--- src/rtl/wdog_pkg.sv ---
package wdog_pkg;
  localparam int SEL_W = 3;
  localparam int PS_W  = (1 << SEL_W);

  typedef logic [SEL_W-1:0] ps_sel_t;
  typedef logic [PS_W-1:0]  ps_cnt_t;

  // Ratio for a select code: a one-hot value with the bit at position sel set.
  function automatic ps_cnt_t ps_ratio(input ps_sel_t sel);
    ps_cnt_t r;
    r      = '0;
    r[sel] = 1'b1;
    return r;
  endfunction

  // True when the next base pulse completes the selected ratio.
  function automatic logic ps_last(input ps_cnt_t cnt, input ps_sel_t sel);
    return (cnt + ps_cnt_t'(1)) == ps_ratio(sel);
  endfunction
endpackage

--- src/rtl/wdog_enable_arb.sv ---
module wdog_enable_arb (
  input  logic hw_force_en,
  input  logic sw_en,
  output logic active
);
  // The hard enable wins; software decides only when the hard enable is clear.
  always_comb begin
    if (hw_force_en) active = 1'b1;
    else             active = sw_en;
  end
endmodule

--- src/rtl/wdog_base_cnt.sv ---
module wdog_base_cnt #(
  parameter int BASE_W = 8
) (
  input  logic clk,
  input  logic rst_n,
  input  logic active,
  input  logic restart,
  input  logic tick,
  output logic base_pulse,
  output logic cnt_zero
);
  localparam logic [BASE_W-1:0] CNT_MAX = '1;

  logic [BASE_W-1:0] cnt;

  assign base_pulse = active && tick && (cnt == CNT_MAX);
  assign cnt_zero   = (cnt == '0);

  always_ff @(posedge clk or negedge rst_n) begin
    if (!rst_n)                 cnt <= '0;
    else if (!active || restart) cnt <= '0;
    else if (tick)              cnt <= cnt + 1'b1;
  end

  AST_BASE_HELD_IDLE: assert property (@(posedge clk) disable iff (!rst_n)
    !active |=> cnt_zero);
endmodule

--- src/rtl/wdog_postscaler.sv ---
module wdog_postscaler
  import wdog_pkg::*;
(
  input  logic    clk,
  input  logic    rst_n,
  input  logic    active,
  input  logic    kick,
  input  logic    base_pulse,
  input  ps_sel_t sel_in,
  output logic    ovf,
  output logic    ps_zero
);
  ps_cnt_t ps_cnt;
  ps_sel_t sel_q;
  logic    primed;
  logic    load_sel;

  assign ovf      = base_pulse && !kick && ps_last(ps_cnt, sel_q);
  assign ps_zero  = (ps_cnt == '0);
  assign load_sel = !primed || !active || kick || ovf;

  always_ff @(posedge clk or negedge rst_n) begin
    if (!rst_n) begin
      sel_q  <= '0;
      primed <= 1'b0;
    end else begin
      primed <= 1'b1;
      if (load_sel) sel_q <= sel_in;
    end
  end

  always_ff @(posedge clk or negedge rst_n) begin
    if (!rst_n)                     ps_cnt <= '0;
    else if (!active || kick || ovf) ps_cnt <= '0;
    else if (base_pulse)            ps_cnt <= ps_cnt + ps_cnt_t'(1);
  end

  AST_SEL_HELD_RUNNING: assert property (@(posedge clk) disable iff (!rst_n)
    (primed && active && !kick && !ovf) |=> $stable(sel_q));
  AST_PS_HELD_IDLE: assert property (@(posedge clk) disable iff (!rst_n)
    !active |=> ps_zero);
endmodule

--- src/rtl/wdog_postscaled.sv ---
module wdog_postscaled
  import wdog_pkg::*;
#(
  parameter int BASE_W = 8
) (
  input  logic             clk,
  input  logic             rst_n,
  input  logic             tick,
  input  logic             hw_force_en,
  input  logic             sw_en,
  input  logic [SEL_W-1:0] ps_sel,
  input  logic             kick,
  output logic             wdt_rst_req
);
  logic active;
  logic base_pulse;
  logic ovf_evt;
  logic restart;
  logic base_zero;
  logic ps_zero;

  wdog_enable_arb u_arb (
    .hw_force_en (hw_force_en),
    .sw_en       (sw_en),
    .active      (active)
  );

  assign restart = kick || ovf_evt;

  wdog_base_cnt #(.BASE_W(BASE_W)) u_base (
    .clk        (clk),
    .rst_n      (rst_n),
    .active     (active),
    .restart    (restart),
    .tick       (tick),
    .base_pulse (base_pulse),
    .cnt_zero   (base_zero)
  );

  wdog_postscaler u_ps (
    .clk        (clk),
    .rst_n      (rst_n),
    .active     (active),
    .kick       (kick),
    .base_pulse (base_pulse),
    .sel_in     (ps_sel),
    .ovf        (ovf_evt),
    .ps_zero    (ps_zero)
  );

  always_ff @(posedge clk or negedge rst_n) begin
    if (!rst_n) wdt_rst_req <= 1'b0;
    else        wdt_rst_req <= ovf_evt;
  end

  AST_REQ_ONE_CYCLE: assert property (@(posedge clk) disable iff (!rst_n)
    wdt_rst_req |=> !wdt_rst_req);
  AST_REQ_RESTARTS: assert property (@(posedge clk) disable iff (!rst_n)
    wdt_rst_req |-> (base_zero && ps_zero));
  AST_KICK_CLEARS: assert property (@(posedge clk) disable iff (!rst_n)
    kick |=> (base_zero && ps_zero));
  AST_KICK_BLOCKS_REQ: assert property (@(posedge clk) disable iff (!rst_n)
    kick |=> !wdt_rst_req);
  AST_FORCED_RUN: assert property (@(posedge clk) disable iff (!rst_n)
    (hw_force_en && tick && !kick) |=> (!base_zero || !ps_zero || wdt_rst_req));
  AST_OFF_NO_REQ: assert property (@(posedge clk) disable iff (!rst_n)
    (!hw_force_en && !sw_en) |=> !wdt_rst_req);
endmodule

--- config.mk ---
export PLATFORM = sky130hd
export DESIGN_NAME = wdog_postscaled
export DESIGN_NICKNAME = d
export VERILOG_FILES = /design/src/rtl/wdog_pkg.sv /design/src/rtl/wdog_enable_arb.sv /design/src/rtl/wdog_base_cnt.sv /design/src/rtl/wdog_postscaler.sv /design/src/rtl/wdog_postscaled.sv
export SDC_FILE = /design/constraint.sdc
export NUM_CORES = 1
export LEC_CHECK = 0
export BUFFER_PORTS_ARGS = -buffer_cell sky130_fd_sc_hd__buf_2
export CAP_MARGIN = 5
export CELL_PAD_IN_SITES_DETAIL_PLACEMENT = 0
export CELL_PAD_IN_SITES_GLOBAL_PLACEMENT = 1
export CORE_ASPECT_RATIO = 0.5
export CORE_UTILIZATION = 30
export DETAILED_ROUTE_END_ITERATION = 8
export PLACE_DENSITY = 0.55
export SLEW_MARGIN = 5
export SYNTH_ARGS = -nofsm -noshare
export SYNTH_HDL_FRONTEND = slang
export SYNTH_HIERARCHICAL = 1
export SYNTH_SLANG_ARGS = --single-unit
--- constraint.sdc ---
create_clock -name clk -period 3.8 [get_ports clk]
set_input_delay 0.76 -clock clk [delete_from_list [all_inputs] [get_ports clk]]
set_output_delay 0.76 -clock clk [all_outputs]
set_load 0.005 [all_outputs]
==> flow_summary.toml, run 1 <==
[run_status]
status = "completed"

[worst_setup_path]
r2r-start = "u_ps/ps_cnt[0]$_DFFE_PN0P_"
critPathKind = "reg -> reg"
arrival_ns = 2.83
reg2reg_slack_ns = 1.11
endpoint_kind = "register"
r2r_cells = 9
critPathRequiredTime_ns = 3.94
worst-path-max-fanout = 11
startpoint_type = "register"
r2r_end = "u_base/cnt[1]$_DFFE_PN0P_"

[global_route]
antenna_found_initial = 0
grt_max_degree = 22
grt_overflow = 0
grt_pass1_vias = 876
grt_first_pass_wirelength_um = 4319
grt.total_usage_pct = 11.35

[detailed_routing]
drc = 0
routedWlPerCell_um = 12.52
ant_nets = 0
drt_pass1_iterations = 4
vias = 956
routed_via_density = 4.780
drtIter0Drc = 53
wl_um = 2504

[clock_tree]
post_cts_resized = 0
cts_root_buf = "clkbuf_8"
cts.sinks = 21
cts_hold_buf = 0
clock_latency_ns = 0.26
cts_made_buffers = 3
cts.clk_slew.worst_paths_ns = 0.08
cts_max_level = 1
clock_path_buffers = 2
cts_tree = "built"
cts_setup_buffers = 0

[sta]
finalSetupViolations = 0
finalSetupTns_ns = 0
max_freq_mhz = 371.4
report.final.hold_viol_count = 0
slew_viol_final = 0
fin_ws_ns = 1.107
skew_ns = 0.001771
rsz0062_at_grt = "false"
layout_min_cycle_time_ns = 2.693
fin_crit_sh_pct = 70.86

[final_layout]
fillers = 452
final_net_count = 160
diodes = 0
syn_to_final_growth_pct = 7.714
layout_commonest_cell = "dfrtp_1"
drive_gt1_share_pct = 17.81
final_cell_mix = "dfrtp_1 (21), nor2_1 (10), buf_2 (9), xor2_1 (9)"

[yosys]
syn_nets = 154
syn_avg_cell_area_um2 = 9.664
yosys_warnings = 6
syn-cell-area_mm2 = 0.001363
netlist_instances = 141

[placed_design]
place.port_buffers = 9
hpwlAfterDp_um = 1867
gp_congestion = 0.6803
dp_slack_ns = 0.9149

[die]
die-area_mm2 = 0.004832
start_util_pct = 33.04
io_pins = 10
row_count = 16
core_mm2 = 0.004124
die_w_um = 97.31
die_height_um = 49.66

[pwr]
irDropWorstVdd_mv = 0.1172
powerDensity_mw_per_mm2 = 290.3
power_leakage_nw = 0.6048

[min_path]
min_path_type = "in -> async"

[run]
cap_viol_max_count = 0
==> how the worst max path moves through the flow <==
stage / startpoint / end / slack, ns / cells past startpoint
3_3_place_gp: tick / u_base/cnt[4]$_DFFE_PN0P_ / 0.95 / 10
4_1_cts: u_ps/ps_cnt[0]$_DFFE_PN0P_ / u_base/cnt[1]$_DFFE_PN0P_ / 1.06 / 9
6_report: u_ps/ps_cnt[0]$_DFFE_PN0P_ / u_base/cnt[1]$_DFFE_PN0P_ / 1.11 / 9
2_1_floorplan: tick / u_base/cnt[0]$_DFFE_PN0P_ / 1.08 / 11
3_5_place_dp: tick / u_base/cnt[1]$_DFFE_PN0P_ / 0.91 / 10
5_1_grt: u_ps/ps_cnt[0]$_DFFE_PN0P_ / u_base/cnt[1]$_DFFE_PN0P_ / 0.86 / 9
==> flip-flops by register name (all words and copies together), names as in the netlist <==
register / cells
u_base/cnt: 8
u_ps/sel_q: 3
wdt_rst_req: 1
u_ps/ps_cnt: 8
u_ps/primed: 1
==> layer usage <==
layer	vias to the layer above	routed length (um)	GRT usage [%]
li1	490	-	-
met1	458	1351	15.94
met2	6	1075	17.72
met3	2	64	3.404
met4	0	13	1.471
met5	-	0	0
==> critical path: stages, from the launching register on <==
cell       delay (ns)
dfrtp_1          0.46
ha_1             0.41
nand3_1          0.14
xnor2_1          0.26
mux2i_1          0.12
a21o_1           0.23
a2111oi_4        0.40
or2_1            0.15
nand2b_1         0.31
nor2_1           0.09
==> through the flow <==
step | utilization, % | cells | hold WS, ns | instance area [um^2] | total power, mW
after CTS | 35.59 | 200 | 0.4706 | 1468 | 0.4349
after global placement | 34.50 | 196 | 0.5472 | 1423 | 0.2809
final | 35.59 | 200 | 0.4445 | 1468 | 0.4261
after floorplan | - | 141 | 0.4644 | 1363 | 0.2673
after detailed placement | 34.50 | 196 | 0.5578 | 1423 | 0.2810
after global routing | 35.59 | 200 | 0.4993 | 1468 | 0.4499
==> cell type report <==
class	count	area, um^2	share of cell area [%]
Inverter	5	18.77	1.279
Multi-Input combinational cell	106	758.2	51.66
Sequential cell	21	525.5	35.81
Tap cell	54	67.56	4.604
Clock buffer	4	45.04	3.069
Timing Repair Buffer	10	52.55	3.581
==> power breakdown <==
part           leakage (nW)  switching, mW  internal, mW
Combinational         0.299         0.0232        0.0165
Clock                0.0228         0.0759        0.0747
Sequential            0.283        0.00804         0.228
Total                 0.605          0.107         0.319
No activity file was read; power rests on OpenSTA's default activity.
==> run 2, diff against run 1 <==
Clock period 3.8 ns to 2.64 ns, I/O delays scaled along.
==> run 2 against run 1 <==
Critical path depth decreased by 1. First-iteration DRC count decreased by 3.8%. Register-to-register slack got worse by 0.88 ns. Final cell count increased by 2.0%. Die area unchanged. Worst setup slack got worse by 0.88 ns.
==> flow_summary.toml, run 2 (synthesis gave the netlist of run 1 again) <==
[detailed_routing]
vias = 972
drtIter0Drc = 51
wl_um = 2641
drt_pass1_iterations = 4
routedWlPerCell_um = 12.95
routed_via_density = 4.765
ant_nets = 0
drc = 0

[die]
start_util_pct = 33.04
die_w_um = 97.31
row_count = 16
core_mm2 = 0.004124
die-area_mm2 = 0.004832
io_pins = 10
die_height_um = 49.66

[clock_tree]
cts_hold_buf = 0
cts_setup_buffers = 0
cts_made_buffers = 3
clock_latency_ns = 0.26
cts.clk_slew.worst_paths_ns = 0.08
cts_root_buf = "clkbuf_8"
cts_tree = "built"
clock_path_buffers = 2
cts.sinks = 21
cts_max_level = 1

[sta]
layout_min_cycle_time_ns = 2.415
max_freq_mhz = 414.1
skew_ns = 0.003963
finalSetupTns_ns = 0
finalSetupViolations = 0
report.final.hold_viol_count = 0
fin_crit_sh_pct = 91.47
rsz0062_at_grt = "false"
slew_viol_final = 0

[worst_setup_path]
startpoint_type = "register"
worst-path-max-fanout = 10
worst_path_largest_cell_delay_ns = 0.45
arrival_ns = 2.56
critPathRequiredTime_ns = 2.79
endpoint_kind = "register"
slowest_stage = "dfrtp_1"
cp_top_family = "multiplexers"
critPathKind = "reg -> reg"
crit_chain = "ha_1 -> buf_4 -> nand3_2 -> xor2_1 -> mux2i_1 -> a2111oi_4 -> nor3_2 -> mux2_1"
crit_start = "u_ps/ps_cnt[0]$_DFFE_PN0P_"
r2r-start = "u_ps/ps_cnt[0]$_DFFE_PN0P_"
crit_buf_inv = 1

[final_layout]
utilization_pct = 36.44
final_net_count = 164
seq_area_um2 = 525.5
multi_input_area_um2 = 763.2
largestRegisters = "u_base/cnt x8, u_ps/ps_cnt x8, u_ps/sel_q x3"
layout_commonest_cell = "dfrtp_1"
drive_gt1_share_pct = 21.33
final_cell_mix = "dfrtp_1 (21), nor2_1 (10), buf_2 (9), xor2_1 (9)"
diodes = 0
syn_to_final_growth_pct = 10.28
fillers = 449

[run]
cap_viol_max_count = 0

[global_route]
grt_overflow = 0
antenna_found_initial = 0
grt.total_usage_pct = 11.69
met2_usage_pct = 17.02
grt_pass1_vias = 909
grt_first_pass_wirelength_um = 4374
top_usage_layer = "met1"
grt_max_degree = 22
grtUsageMet3_pct = 3.830
grtUsageMet1_pct = 17.16

[placed_design]
hpwlAfterDp_um = 1985
place.port_buffers = 9
gp_congestion = 0.6994

[pwr]
powerDensity_mw_per_mm2 = 407.6
irDropWorstVdd_mv = 0.1820
power_leakage_nw = 0.6254

[min_path]
min_path_type = "in -> async"

[run_status]
status = "completed"
## run 2: cell types whose count changed in the layout (fill, tap and decap cells not counted), sizes merged
| cell | change |
|---|---|
| buf | +4 |
## run 2: layout make-up
type                            instances  share of cell area [%]
Clock buffer                            4                   2.998
Multi-Input combinational cell        106                   50.79
Sequential cell                        21                   34.97
Inverter                                5                   1.249
Tap cell                               54                   4.496
Timing Repair Buffer                   14                   5.495
## run 2: path summary, 6_finish.rpt
path	endpoint	slack [ns]	cells past startpoint
min in group clk	u_ps/sel_q[2]$_DFFE_PN0P_	0.48	2
min	u_ps/ps_cnt[3]$_DFFE_PN0P_	0.23	1
max reg2reg	u_ps/sel_q[0]$_DFFE_PN0P_	0.23	8
max in group asynchronous	u_ps/primed$_DFF_PN0_	2.08	1
min reg2reg	u_ps/ps_cnt[7]$_DFFE_PN0P_	0.58	2
max	u_ps/sel_q[0]$_DFFE_PN0P_	0.23	8
## run 2: repair_timing
item	CTS	global route
endpoints found under the setup margin	0	9
hold endpoints to repair	0	0
gates resized for setup	0	2
## run 2: metrics by stage
step                hold WS, ns  setup WS, ns  std cells  power, mW  area, um^2
floorplan                0.2324        0.1537        141     0.3847        1363
global placement         0.5225        0.1280        200     0.4055        1453
detailed placement       0.5307       0.07467        200     0.4061        1453
CTS                      0.2434       0.09118        204     0.6258        1498
global route             0.2632       0.06547        204     0.6452        1503
finish                   0.2266        0.2251        204     0.6125        1503
## run 2: report_power, final
part | switching [mW] | internal [mW] | leakage (nW)
sequential | 0.0118 | 0.328 | 0.283
combinational | 0.0346 | 0.0260 | 0.319
clock | 0.105 | 0.107 | 0.0228
total | 0.151 | 0.461 | 0.625
## run 2: routing by layer
metal	vias to the layer above	share of wire, %
li1	495	-
met1	470	55
met2	5	42
met3	2	2.2
met4	0	0.49
met5	-	0
==> run 3, diff against run 2 <==
Settings changed: ABC_AREA from default to 1, PLACE_DENSITY 0.55 to 0.57.
==> run 3 against run 2 <==
Maximum frequency up 6.4%. Power is 2.9% higher. Die area grew 9.3%. Synthesized cell count rose by 44%. Register-to-register slack improved by 0.14 ns. Clock skew rose by 0.0013 ns. Worst hold slack better by 0.0038 ns. Highest routed layer unchanged. Critical path type unchanged. Area after synthesis rose by 9.6%. Non-clock buffer count shrank 4. Count of clock-buffer cells in the layout fell by 1. Clock power rose by 2%.
==> flow_summary.toml, run 3 <==
[sta]
rsz0062_at_grt = "false"
relSlewSlack_pct = 65.09
fin_ws_ns = 0.3700
max_freq_mhz = 440.5
finalSetupTns_ns = 0
report.final.hold_viol_count = 0
layout_min_cycle_time_ns = 2.270
slew_viol_final = 0
skew_ns = 0.005269
finalSetupViolations = 0
fin_crit_sh_pct = 85.98
worst_slew_pin_slew_ns = 0.5237

[yosys]
netlist_instances = 203
syn_avg_cell_area_um2 = 7.359
syn_nets = 216
syn-cell-area_mm2 = 0.001494
yosys_warnings = 6

[pwr]
seq_power_share_pct = 53.9
intPower_mw = 0.4588
p_switching_mw = 0.1712
power_frac_clock_pct = 34.5
fin_total_pwr_mw = 0.6300
switching_share_pct = 27.17
p_comb_share_pct = 11.6
power_leakage_nw = 0.7795
powerDensity_mw_per_mm2 = 378.0
irDropWorstVdd_mv = 0.1570

[final_layout]
fillers = 502
final_cells = 281
final_net_count = 229
drive_gt1_share_pct = 23.72
syn_to_final_growth_pct = 11.56
largestRegisters = "u_base/cnt x8, u_ps/ps_cnt x8, u_ps/sel_q x3"
diodes = 0
final_cell_mix = "nand2_1 (54), inv_1 (30), dfrtp_1 (21), nand3_1 (15)"
layout_commonest_cell = "nand2_1"

[die]
start_util_pct = 32.52
row_count = 17
die_height_um = 51.90
io_pins = 10
die-area_mm2 = 0.005283
die_w_um = 101.8
core_mm2 = 0.004594

[clock_tree]
cts_root_buf = "clkbuf_8"
post_cts_resized = 0
clock_path_buffers = 2
cts.sinks = 21
cts_hold_buf = 0
cts.clk_slew.worst_paths_ns = 0.08
cts_setup_buffers = 0
clock_latency_ns = 0.26
cts_made_buffers = 3
cts_tree = "built"
cts_max_level = 1

[detailed_routing]
drt_pass1_iterations = 4
drtIter0Drc = 38
ant_nets = 0
vias = 1235
routedWlPerCell_um = 10.96
routed_via_density = 4.395
wl_um = 3079
drc = 0

[global_route]
grt_overflow = 0
grt_pass1_vias = 1057
grt_max_degree = 22
grtUsageMet3_pct = 3.629
grt.total_usage_pct = 13.13
met2_usage_pct = 19.14
grt_first_pass_wirelength_um = 5140
grtUsageMet1_pct = 19.29
top_usage_layer = "met1"
antenna_found_initial = 0

[worst_setup_path]
crit_start = "u_base/cnt[1]$_DFFE_PN0P_"
critPathKind = "reg -> reg"
endpoint_kind = "register"
arrival_ns = 2.42
worst-path-max-fanout = 8
critPathRequiredTime_ns = 2.79
r2r-start = "u_base/cnt[1]$_DFFE_PN0P_"
startpoint_type = "register"

[placed_design]
dp_slack_ns = 0.1890
gp_congestion = 0.7476
hpwlAfterDp_um = 2381
placed_cells_incl_taps = 277
place.port_buffers = 9

[run_status]
status = "completed"

[run]
cap_viol_max_count = 0

[min_path]
min_path_type = "in -> async"
-- run 3: cell count changes in the layout (fill, tap and decap cells not counted), moves of 5 or more --
cell | before | now
nand3_1 | 6 | 15
nor2_4 | 0 | 9
inv_1 | 5 | 30
o21ai_0 | 4 | 9
nand2_2 | 0 | 10
nand2_1 | 6 | 54
xor2_1 | 9 | 1
xnor2_1 | 8 | 0
-- run 3: worst max-delay path, cell delays in order (launching register included) --
cell      delay (ns)
dfrtp_1         0.40
ha_1            0.16
nand2_1         0.11
nor2_4          0.12
nand2_2         0.07
nor3_1          0.22
o211ai_1        0.13
nor2_1          0.13
nand4_1         0.10
nor4_1          0.27
inv_1           0.08
nand2_1         0.11
nor2_4          0.07
o21ai_1         0.10
a21oi_1         0.09
-- run 3: per-layer routing --
metal  up-vias  part of all wire (%)  wire length, um
met2         9                    41             1269
met3         2                   2.3               70
li1        659                     -                -
met5         -                     0                0
met4         0                  0.62               19
met1       565                    56             1719
-- run 3: cell type report --
class,count,area [um^2],share of cell area (%)
clock buffer,3,41.29,2.477
clock inverter,1,5.005,0.3003
inverter,31,116.4,6.982
sequential,21,525.5,31.53
tap,66,82.58,4.955
timing repair buffer,10,52.55,3.153
multi-input combinational,149,843.3,50.60
-- run 3: metrics by stage --
| stage | utilization, % | hold WS (ns) | instance area, um^2 |
|---|---|---|---|
| 2_1_floorplan | - | 0.2324 | 1494 |
| 3_3_place_gp | 35.27 | 0.5312 | 1620 |
| 3_5_place_dp | 35.27 | 0.5281 | 1620 |
| 4_1_cts | 36.27 | 0.2406 | 1667 |
| 5_1_grt | 36.27 | 0.2602 | 1667 |
| 6_report | 36.27 | 0.2304 | 1667 |
-- run 3: worst paths after layout --
| kind | to | slack [ns] | cells after the start |
|---|---|---|---|
| setup / recovery | u_base/cnt[4]$_DFFE_PN0P_ | 0.37 | 14 |
| hold / removal | u_base/cnt[1]$_DFFE_PN0P_ | 0.23 | 1 |
| setup reg to reg | u_base/cnt[4]$_DFFE_PN0P_ | 0.37 | 14 |
| hold reg to reg | u_base/cnt[3]$_DFFE_PN0P_ | 0.54 | 1 |
| max in group asynchronous | u_ps/ps_cnt[7]$_DFFE_PN0P_ | 2.06 | 1 |
| min in group clk | u_ps/sel_q[0]$_DFFE_PN0P_ | 0.46 | 3 |
-- run 3: power by group through the flow --
stage | sequential [mW] | clock [mW] | combinational [mW]
5_1_grt | 0.341 | 0.248 | 0.0850
6_report | 0.339 | 0.217 | 0.0733
3_5_place_dp | 0.346 | 0 | 0.0747
3_3_place_gp | 0.346 | 0 | 0.0749
4_1_cts | 0.339 | 0.233 | 0.0750
2_1_floorplan | 0.340 | 0 | 0.0548
